## src/rtl/poll_pkg.sv

```systemverilog
package poll_pkg;
  typedef enum logic [2:0] {
    PS_IDLE,
    PS_RD_A,
    PS_RD_B,
    PS_EVAL,
    PS_RST_WR,
    PS_FINISH
  } poll_state_e;

  typedef enum logic [1:0] {
    RES_NONE     = 2'b00,
    RES_OK       = 2'b01,
    RES_DEV_FAIL = 2'b10,
    RES_WDOG     = 2'b11
  } poll_res_e;
endpackage

```

## src/rtl/poll_pair_cmp.sv

```systemverilog
module poll_pair_cmp #(
  parameter int DW       = 8,
  parameter int TOG_BIT  = 6,
  parameter int AUX_BIT  = 2,
  parameter int ERR_BIT  = 5
) (
  input  logic          clk_i,
  input  logic          rst_ni,
  input  logic          cap_i,
  input  logic          slot_i,
  input  logic [DW-1:0] data_i,
  output logic          tog_o,
  output logic          aux_tog_o,
  output logic          err_o
);
  localparam int NB = 3;

  logic [NB-1:0] first_q, second_q, pick;
  logic unused_rdata;

  assign unused_rdata = ^data_i;
  assign pick = {data_i[ERR_BIT], data_i[AUX_BIT], data_i[TOG_BIT]};

  always_ff @(posedge clk_i or negedge rst_ni) begin
    if (!rst_ni) begin
      first_q  <= '0;
      second_q <= '0;
    end else if (cap_i) begin
      if (slot_i) second_q <= pick;
      else        first_q  <= pick;
    end
  end

  assign tog_o     = first_q[0] ^ second_q[0];
  assign aux_tog_o = first_q[1] ^ second_q[1];
  assign err_o     = second_q[2];
endmodule

```

## src/rtl/poll_watchdog.sv

```systemverilog
module poll_watchdog #(
  parameter int MAX_POLLS = 64
) (
  input  logic clk_i,
  input  logic rst_ni,
  input  logic clr_i,
  input  logic inc_i,
  output logic last_o
);
  localparam int CW = $clog2(MAX_POLLS + 1);

  logic [CW-1:0] cnt_q;

  always_ff @(posedge clk_i or negedge rst_ni) begin
    if (!rst_ni)    cnt_q <= '0;
    else if (clr_i) cnt_q <= '0;
    else if (inc_i) cnt_q <= cnt_q + 1'b1;
  end

  assign last_o = (cnt_q == CW'(MAX_POLLS - 1));
endmodule

```

## src/rtl/flash_poll_ctrl.sv

```systemverilog
module flash_poll_ctrl
  import poll_pkg::*;
#(
  parameter int          AW        = 20,
  parameter int          DW        = 8,
  parameter int          MAX_POLLS = 64,
  parameter logic [7:0]  RESET_CMD = 8'hF0
) (
  input  logic          clk_i,
  input  logic          rst_ni,
  input  logic          start_i,
  input  logic          sector_mode_i,
  input  logic [AW-1:0] addr_i,
  output logic          bus_rd_o,
  output logic          bus_wr_o,
  output logic [AW-1:0] bus_addr_o,
  output logic [DW-1:0] bus_wdata_o,
  input  logic [DW-1:0] bus_rdata_i,
  input  logic          bus_done_i,
  output logic          done_o,
  output logic [1:0]    status_o,
  output logic          sect_sel_o,
  output logic          sect_erasing_o
);
  poll_state_e   state_q, state_d;
  poll_res_e     res_q, res_d;
  logic [AW-1:0] addr_q;
  logic          smode_q, recheck_q, recheck_d;
  logic          sel_q, sel_d, ers_q, ers_d;
  logic          cap, tog6, tog2, err5, wd_last, wd_inc, wd_clr;

  assign cap = bus_done_i && (state_q == PS_RD_A || state_q == PS_RD_B);

  poll_pair_cmp #(.DW(DW)) u_pair (
    .clk_i    (clk_i),
    .rst_ni   (rst_ni),
    .cap_i    (cap),
    .slot_i   (state_q == PS_RD_B),
    .data_i   (bus_rdata_i),
    .tog_o    (tog6),
    .aux_tog_o(tog2),
    .err_o    (err5)
  );

  poll_watchdog #(.MAX_POLLS(MAX_POLLS)) u_wd (
    .clk_i (clk_i),
    .rst_ni(rst_ni),
    .clr_i (wd_clr),
    .inc_i (wd_inc),
    .last_o(wd_last)
  );

  always_comb begin
    state_d   = state_q;
    res_d     = res_q;
    recheck_d = recheck_q;
    sel_d     = sel_q;
    ers_d     = ers_q;
    wd_inc    = 1'b0;
    wd_clr    = 1'b0;
    unique case (state_q)
      PS_IDLE: if (start_i) begin
        state_d   = PS_RD_A;
        recheck_d = 1'b0;
        wd_clr    = 1'b1;
      end
      PS_RD_A: if (bus_done_i) state_d = PS_RD_B;
      PS_RD_B: if (bus_done_i) state_d = PS_EVAL;
      PS_EVAL: begin
        if (smode_q) begin
          sel_d   = tog2;
          ers_d   = tog6;
          res_d   = RES_OK;
          state_d = PS_FINISH;
        end else if (recheck_q) begin
          if (tog6) state_d = PS_RST_WR;
          else begin
            res_d   = RES_OK;
            state_d = PS_FINISH;
          end
        end else if (!tog6) begin
          res_d   = RES_OK;
          state_d = PS_FINISH;
        end else if (err5) begin
          // time-limit flag may race completion: confirm with one more pair
          recheck_d = 1'b1;
          state_d   = PS_RD_A;
        end else if (wd_last) begin
          res_d   = RES_WDOG;
          state_d = PS_FINISH;
        end else begin
          wd_inc  = 1'b1;
          state_d = PS_RD_A;
        end
      end
      PS_RST_WR: if (bus_done_i) begin
        res_d   = RES_DEV_FAIL;
        state_d = PS_FINISH;
      end
      PS_FINISH: state_d = PS_IDLE;
      default:   state_d = PS_IDLE;
    endcase
  end

  always_ff @(posedge clk_i or negedge rst_ni) begin
    if (!rst_ni) begin
      state_q   <= PS_IDLE;
      res_q     <= RES_NONE;
      addr_q    <= '0;
      smode_q   <= 1'b0;
      recheck_q <= 1'b0;
      sel_q     <= 1'b0;
      ers_q     <= 1'b0;
    end else begin
      state_q   <= state_d;
      res_q     <= res_d;
      recheck_q <= recheck_d;
      sel_q     <= sel_d;
      ers_q     <= ers_d;
      if (state_q == PS_IDLE && start_i) begin
        addr_q  <= addr_i;
        smode_q <= sector_mode_i;
      end
    end
  end

  assign bus_rd_o       = (state_q == PS_RD_A) || (state_q == PS_RD_B);
  assign bus_wr_o       = (state_q == PS_RST_WR);
  assign bus_addr_o     = addr_q;
  assign bus_wdata_o    = bus_wr_o ? DW'(RESET_CMD) : '0;
  assign done_o         = (state_q == PS_FINISH);
  assign status_o       = res_q;
  assign sect_sel_o     = sel_q;
  assign sect_erasing_o = ers_q;
endmodule

```

## config.mk

```make
export PLATFORM = sky130hd
export DESIGN_NAME = flash_poll_ctrl
export DESIGN_NICKNAME = d
export VERILOG_FILES = /design/src/rtl/poll_pkg.sv /design/src/rtl/poll_pair_cmp.sv /design/src/rtl/poll_watchdog.sv /design/src/rtl/flash_poll_ctrl.sv
export SDC_FILE = /design/constraint.sdc
export NUM_CORES = 1
export LEC_CHECK = 0
export BUFFER_PORTS_ARGS = -buffer_cell sky130_fd_sc_hd__clkbuf_2
export CAP_MARGIN = 15
export CORE_ASPECT_RATIO = 0.7
export CORE_UTILIZATION = 47
export CTS_CLUSTER_DIAMETER = 40
export DETAILED_ROUTE_END_ITERATION = 12
export PLACE_DENSITY = 0.76
export SLEW_MARGIN = 20
export SYNTH_ARGS = -nofsm -noshare
export SYNTH_HDL_FRONTEND = slang
export SYNTH_HIERARCHICAL = 1
export SYNTH_SLANG_ARGS = --single-unit
```

## constraint.sdc

```tcl
create_clock -name clk_i -period 2.8 [get_ports clk_i]
set_input_delay 0 -clock clk_i [delete_from_list [all_inputs] [get_ports clk_i]]
set_output_delay 0 -clock clk_i [all_outputs]
set_load 0.02 [all_outputs]
```

* Yosys cells after proc, flatten, opt, wreduce, memory -nomap -nowiden
Index checks and enable logic that the tools add are counted.
** Operators by class
- Mux-type cells :: 36
- Add/sub/neg operators :: 1
- Reductions and logical operators :: 13
- Bitwise operators :: 3
- Equal/unequal tests :: 14
** Operators with widths (count)
- two-way mux 3 bit :: 9
- case mux 3 bit (5 select lines) :: 1
- two-way mux 1 bit :: 14
- two-way mux 2 bit :: 7
- two-way mux 7 bit :: 2
- two-way mux 8 bit :: 1
- inequality test 2 bit (second input constant) :: 4
- inequality test 4 bit (second input constant) :: 2
- adder 7 x 1 -> 7 bit (second input constant) :: 1
- == test 7 x 6 -> 1 bit (second input constant) :: 1
- == test 3 x 2 -> 1 bit (second input constant) :: 2
- == test 3 bit (second input constant) :: 2
- AND reduction 2 bit :: 3
- nonzero test 2 bit :: 3
- AND reduction 5 bit :: 1
- inequality test 4 x 3 -> 1 bit (second input constant) :: 1
- case mux 2 bit (2 select lines) :: 1
- AND reduction 4 bit :: 1
- == test 3 x 1 -> 1 bit (second input constant) :: 1
- logical NOT 3 bit :: 1
- AND reduction 3 bit :: 1
- logical AND 1 bit :: 2
- inequality test 2 x 1 -> 1 bit (second input constant) :: 1
- case mux 1 bit (2 select lines) :: 1
- other kinds (3) :: 4
** Word-level totals
- Input bits :: 33
- Word-level logic and storage cells :: 77
- Register bits after elaboration :: 41

* Depth between registers and ports, before layout
Gate-level depths: netlist of run 1.
- Word-level depth :: 9
- Mapped depth :: 7

* Hierarchy
The synthesis of run 1 kept the hierarchy.
** By module, submodules not included
- flash_poll_ctrl :: area each 1332.5 µm², cells each 101, instances 1
- poll_watchdog :: area each 324.1 µm², cells each 30, instances 1
- poll_pair_cmp :: area each 211.5 µm², cells each 14, instances 1

* Least setup slack after synthesis of run 1
Ideal clock, no wire load.
- Path type :: reg-to-reg
- From :: register state_q[2]
- To :: register u_wd.cnt_q[5]
- Library setup time :: 77 ps
- Required time :: 2723 ps
- Buffers on the path :: 1
- Slack :: 716 ps
- Stages on the path, launching flop included :: 8
- Arrival :: 2006 ps
- Path through :: dfrtp_1 -> buf_6 -> nand3b_1 -> or4_1 -> nor2_1 -> nand4_2 -> or3_1 -> a21oi_1
** On the way
- Longest elaborated chain between the ends :: 3
- Elaborated cells between the ends (all ways) :: 6
** RTL lines
- start: declaration :: RTL line flash_poll_ctrl.sv:25 : poll_state_e state_q, state_d;
- start signal: assignment :: RTL line flash_poll_ctrl.sv:115 : state_q <= state_d;
- == test 3 x 2 -> 1 bit :: RTL line flash_poll_ctrl.sv:61 : unique case (state_q)
- two-way mux 1 bit :: RTL line flash_poll_ctrl.sv:61
- via wd_inc :: RTL line flash_poll_ctrl.sv:30 : logic cap, tog6, tog2, err5, wd_last, wd_inc, wd_clr;
- nonzero test 2 bit (no line)
- end signal: assignment :: RTL line poll_watchdog.sv:17 : else if (inc_i) cnt_q <= cnt_q + 1'b1;
- end: declaration :: RTL line poll_watchdog.sv:12 : logic [CW-1:0] cnt_q;
The timed path passes the listed nets, and every way through them passes these cells.
A chain may end at the register's enable or synchronous reset.

* Worst setup path after layout of run 1
- From :: register state_q[0]
- To :: register u_wd.cnt_q[5]
Same word-level chain as after synthesis.

==> run summary, run 1 <==
Startpoint types -> register
Detail Placement HPWL -> 2450 um
Seq cells post-synth -> 41
Worst R2R Start -> state_q[0]$_DFFE_PN0P_
GP Congestion -> 0.724
Synth top cells by count -> dfrtp_1, mux2_2, buf_4
Reg2reg setup slack -> 0.40 ns
DRT Pass-1 Iters -> 4
Die area -> 0.00423 mm^2
Slew headroom -> 0.396
Worst min path class -> input port to register
Sum of negative setup slack -> 0 ns
CTS clk-pin slew, worst paths -> 0.08 ns
Drt first-iter violations -> 92
Tmin final -> 2.40 ns
ANT cells -> 0
Worst r2r path cells -> 6
Peak VDD IR -> 0.623 mV
Worst reg2reg path endpoint -> u_wd/cnt_q[5]$_DFFE_PN0P_
Clk_lat worst skew -> 0.29 ns
# setup viols final -> 0
Vias/cell -> 5.16
Largest net degree at the start of global routing -> 42
PortBufs -> 58
Layout cells sized above 1 -> 0.416
Worst Hold Slack -> 0.0419 ns
WS Path Type -> register to register
Post-route cell area -> 0.00247 mm^2
IO Count -> 68
Crit path DAT -> 2.62 ns
Post-synthesis sequential area ratio -> 0.549
FMAX -> 417 MHz
Hold Vio Cnt, Final -> 0
Finished Core Util -> 0.677
Worst endpoint required time -> 3.02 ns
CTS Sinks -> 41
Number of global-route vias before repair -> 1349
Final slew viol count -> 0
CTS tree -> yes
Routed WL per cell -> 14.4 um
Max Root-Sink Buffers -> 2
Cell accounting for the most synthesized area -> dfrtp_1
Post-synth cell types -> 33
DRT antenna net count -> 0
Syn_area_per_cell -> 12.9 um^2
Hold depth -> 3
Setup Skew -> 0.00676 ns
Post-CTS setup buffer count -> 0
Unrepaired setup endpoints after global routing -> false
Hold Path End -> status_o[1]$_DFFE_PN0P_
Total Power -> 2.60 mW
Period utilization -> 0.857
DRT Wirelength -> 3990 um
Power Density -> 1050 mW/mm^2
Post-synth ARST share -> 1.00
Starting Density -> 0.512
Die Span Y -> 54.7 um
Num CTS Buffers -> 5
All-Layer GR Usage -> 0.209
Vias after detailed routing -> 1425
Core area -> 0.00365 mm^2
Most instantiated library cell after synthesis -> dfrtp_1
Synth warn -> 6
Lkg Pwr -> 1.18 nW
Top_reg_cell synth -> dfrtp_1
Row cnt -> 18
H-tree Lvls -> 2
Post-DP Area -> 0.00213 mm^2
DRC -> 0
Synth top area share -> 0.549
Gate count of the mapped netlist -> 145
EDFF count, synth -> 0
Crit path max fanout -> 12
Main area contributors after synthesis -> dfrtp_1, mux2_2, buf_4
Worst Max-Slew Pin Slew -> 0.906 ns
Hold_sp -> bus_done_i
Max Cap Viol -> 0
Root buffer cell -> clkbuf_8
Status -> complete, no violations
CP endpoint kind -> register
Die width -> 77.4 um
Initial antenna violation count -> 0
Layout area overhead -> 32.3%
GRT overflow -> 0
Global-route wire length before repair -> 6430 um
Final nets -> 260
Synth Cell Area -> 0.00187 mm^2
-- power by group --
group          switching (mW)  leakage [nW]  total, mW  internal (mW)
Clock                   0.198        0.0433      0.393          0.195
Sequential              0.216         0.502       1.07          0.849
Combinational           0.627         0.632       1.14          0.517
-- cell families after synthesis --
kind of cell | Yosys count | synth area share
multiplexers | 31 | 0.186
buffers and inverters | 15 | 0.0623
XOR/XNOR | 7 | 0.0328
AND/OR/NAND/NOR | 36 | 0.118
flip-flops | 41 | 0.549
adder cells (fa/ha/maj) | 1 | 0.00670
AO/OA/AOI/OAI | 13 | 0.0435
other | 1 | 0.00201
-- worst max path at each step --
stage               slack, ns                   start                   endpoint
CTS                      0.48  state_q[0]$_DFFE_PN0P_  u_wd/cnt_q[5]$_DFFE_PN0P_
floorplan                0.72  state_q[2]$_DFFE_PN0P_  u_wd/cnt_q[5]$_DFFE_PN0P_
detailed placement       0.48  state_q[0]$_DFFE_PN0P_  u_wd/cnt_q[5]$_DFFE_PN0P_
finish                   0.40  state_q[0]$_DFFE_PN0P_  u_wd/cnt_q[5]$_DFFE_PN0P_
global placement         0.56  state_q[0]$_DFFE_PN0P_  u_wd/cnt_q[5]$_DFFE_PN0P_
global route             0.24  state_q[0]$_DFFE_PN0P_  u_wd/cnt_q[6]$_DFFE_PN0P_
-- timing repair --
action / in CTS / in global routing
resized for setup: 0 / 0
endpoints found under the hold margin: 67 / 0
hold buffers: 25 / 0
-- cell usage in the layout (no fill, tap or decap), types with 2 or more instances in the layout --
cell and n:
dfrtp_1 41, mux2i_1 2, xor2_1 5, nor3b_1 2, nor3_1 2, nor2b_1 4, mux2_2 25, o21ai_0 3
or3_1 2, dlygate4sd3_1 25, clkbuf_2 57, nor2_1 8, nand2_1 7, xnor2_1 2, clkbuf_8 6, mux2_1 4
conb_1 4, inv_1 2, a21oi_1 5, nand4_1 2, and3b_1 2
-- state kept, by name (all words and copies together), names as in the netlist --
register / count
bus_addr_o: 20
u_wd/cnt_q: 7
state_q: 3
u_pair/second_q: 3
status_o: 2
u_pair/first_q: 2
recheck_q: 1
sect_erasing_o: 1
sect_sel_o: 1
smode_q: 1
-- worst max-delay path, stage by stage (launching register included) --
cell and delay, ns:
dfrtp_1 0.61, nand3b_1 0.18, or4_1 0.51, nor2_1 0.39, nand4_2 0.19, or3_1 0.33, a21oi_1 0.14
-- per-layer routing --
layer,GRT usage,share of wire,up-vias
met1,0.233,0.40,701
met2,0.381,0.52,51
met5,0,0,-
met4,0.123,0.026,0
li1,-,-,659
met3,0.0533,0.054,14
-- final cells by class --
cell class                      instances  area (um^2)
Clock buffer                            6         82.6
Fill cell                             270         1180
Timing Repair Buffer                   84          548
Clock inverter                          1         7.51
Multi-Input combinational cell         92          737
Tap cell                               50         62.6
Sequential cell                        41         1030
Inverter                                2         7.51
-- through the flow --
stage | worst slack [ns] | std cells
floorplan | 0.716 | 148
global placement | 0.559 | 244
detailed placement | 0.481 | 244
CTS | 0.484 | 276
global route | 0.244 | 276
finish | 0.400 | 276
(Power assumes the default switching activity.)
==> run 2: changes to the inputs <==
- PLACE_DENSITY: 0.76 -> 0.88
==> run 2 against run 1 <==
Compared with the run above: utilization increased by 0.21 points; fmax increased by 3.5%; count of clock-buffer cells in the layout stayed put; final cell count grew 0.36%; hold slack improved by 0.0043 ns; final area increased by 0.30%; first-iteration DRC count fell by 27%; clock skew is 0.0015 ns higher; critical path type unchanged; largest power group unchanged.
==> run summary, run 2 (synthesis gave the netlist of run 1 again) <==
Starting Density -> 0.512
Die width -> 77.4 um
Setup WS pre-CTS -> 0.529 ns
Worst setup margin -> 0.481 ns
Sum of negative setup slack -> 0 ns
P_sw -> 1.02 mW
Final nets -> 261
Layout cells sized above 1 -> 0.419
Tmin final -> 2.32 ns
Max FFs per register -> 20
Crit path max fanout -> 10
PortBufs -> 58
Multi-input gate area -> 737 um^2
Power share of the combinational group -> 0.451
Seq. cell area -> 0.00103 mm^2
Post-CTS setup buffer count -> 0
Num CTS Buffers -> 5
CTS clk-pin slew, worst paths -> 0.08 ns
DRT antenna net count -> 0
Status -> complete, no violations
CTS tree -> yes
Crit-path cells -> nand3b_1 -> or4_1 -> nor2_1 -> nand4_2 -> or3_1 -> a21oi_1
Hold Vio Cnt, Final -> 0
Period utilization -> 0.828
Initial antenna violation count -> 0
DRT Pass-1 Iters -> 4
Clock power share -> 0.150
# setup viols final -> 0
H-tree Lvls -> 2
Die area -> 0.00423 mm^2
WS Path Type -> register to register
Hold Path End -> state_q[0]$_DFFE_PN0P_
Vias/cell -> 4.97
Clk_lat worst skew -> 0.29 ns
Worst endpoint required time -> 3.01 ns
Worst min path class -> input port to register
Lkg Pwr -> 1.18 nW
Worst reg2reg path endpoint -> u_wd/cnt_q[5]$_DFFE_PN0P_
Unrepaired setup endpoints after global routing -> false
CP endpoint kind -> register
Total Power -> 2.59 mW
Power Density -> 1050 mW/mm^2
Commonest non-fill, non-tap cell in the layout -> clkbuf_2
Worst Hold Slack -> 0.0462 ns
All-Layer GR Usage -> 0.194
Die Span Y -> 54.7 um
Largest stage delay, worst path -> 0.49 ns
Layout area overhead -> 32.7%
Commonest cells after routing, fill and taps aside -> clkbuf_2, dfrtp_1, mux2_2, dlygate4sd3_1, nor2_1
Setup Skew -> 0.00826 ns
Worst R2R Start -> state_q[2]$_DFFE_PN0P_
P_int -> 1.57 mW
Number of global-route vias before repair -> 1357
Max Cap Viol -> 0
Row cnt -> 18
Largest net degree at the start of global routing -> 42
Startpoint types -> register
Hold depth -> 3
Crit path DAT -> 2.53 ns
Final slew viol count -> 0
Worst r2r path cells -> 6
Root buffer cell -> clkbuf_8
Routed WL per cell -> 13.0 um
GRT overflow -> 0
Sw frac -> 0.394
CTS Hold Bufs -> 25
Worst Max-Slew Pin Slew -> 0.857 ns
Sequential group share of total power -> 0.399
Vias after detailed routing -> 1376
Hold_sp -> bus_done_i
Fillers -> 271
GP Congestion -> 0.801
Global-route wire length before repair -> 6130 um
DRC -> 0
Critical path's slowest cell -> dfrtp_1
FMAX -> 431 MHz
Cts repair resizes -> 0
Detail Placement HPWL -> 2310 um
DRT Wirelength -> 3600 um
ANT cells -> 0
IO Count -> 68
Core area -> 0.00365 mm^2
Reg2reg setup slack -> 0.48 ns
Max Root-Sink Buffers -> 2
Slew headroom -> 0.429
Peak VDD IR -> 0.667 mV
CTS Sinks -> 41
Drt first-iter violations -> 67
[run 2: changes by cell type in the layout (fill, tap and decap cells not counted)]
| cell | delta |
|---|---|
| buf_4 | +1 |
[run 2: critical path: cells and delay by family, from the launching register on]
family / cells / cell delay, ns
and+or+nand+nor: 5 / 1.62
DFF: 1 / 0.49
AOI/OAI and AO/OA: 1 / 0.14
[run 2: through the flow]
stage | cell area, um^2 | utilization | std cells
after floorplan | 1880 | - | 148
after global placement | 2140 | 0.586 | 245
after detailed placement | 2140 | 0.586 | 245
after CTS | 2480 | 0.679 | 277
after global routing | 2480 | 0.679 | 277
final | 2480 | 0.679 | 277
[run 2: area by class of cell]
type / count / share of cell area
multi-input cells: 92 / 0.297
clock inverters: 1 / 0.00303
well taps: 50 / 0.0252
repair buffers: 85 / 0.224
clock buffers: 6 / 0.0333
inverters: 2 / 0.00303
flip-flops and latches: 41 / 0.414
[run 2: worst max path at each step]
stage | depth (start not counted) | start | slack [ns] | endpoint
6_report | 6 | state_q[2]$_DFFE_PN0P_ | 0.48 | u_wd/cnt_q[5]$_DFFE_PN0P_
5_1_grt | 6 | state_q[2]$_DFFE_PN0P_ | 0.33 | u_wd/cnt_q[5]$_DFFE_PN0P_
4_1_cts | 6 | state_q[2]$_DFFE_PN0P_ | 0.52 | u_wd/cnt_q[5]$_DFFE_PN0P_
3_5_place_dp | 6 | state_q[2]$_DFFE_PN0P_ | 0.53 | u_wd/cnt_q[5]$_DFFE_PN0P_
3_3_place_gp | 6 | state_q[2]$_DFFE_PN0P_ | 0.57 | u_wd/cnt_q[5]$_DFFE_PN0P_
2_1_floorplan | 7 | state_q[2]$_DFFE_PN0P_ | 0.72 | u_wd/cnt_q[5]$_DFFE_PN0P_
[run 2: metal layers]
metal / share of wire / global-route usage / vias to the layer above
li1: - / - / 658
met5: 0 / 0 / -
met1: 0.45 / 0.235 / 668
met4: 0.0064 / 0.0723 / 0
met3: 0.055 / 0.0517 / 5
met2: 0.49 / 0.344 / 45
[run 2: power groups by stage]
stage	logic, mW	registers [mW]	clock network (mW)
after global placement	1.12	1.03	0
after CTS	1.17	1.03	0.402
final	1.17	1.04	0.388
after floorplan	0.673	1.21	0
after detailed placement	1.14	1.04	0
after global routing	1.27	1.08	0.426
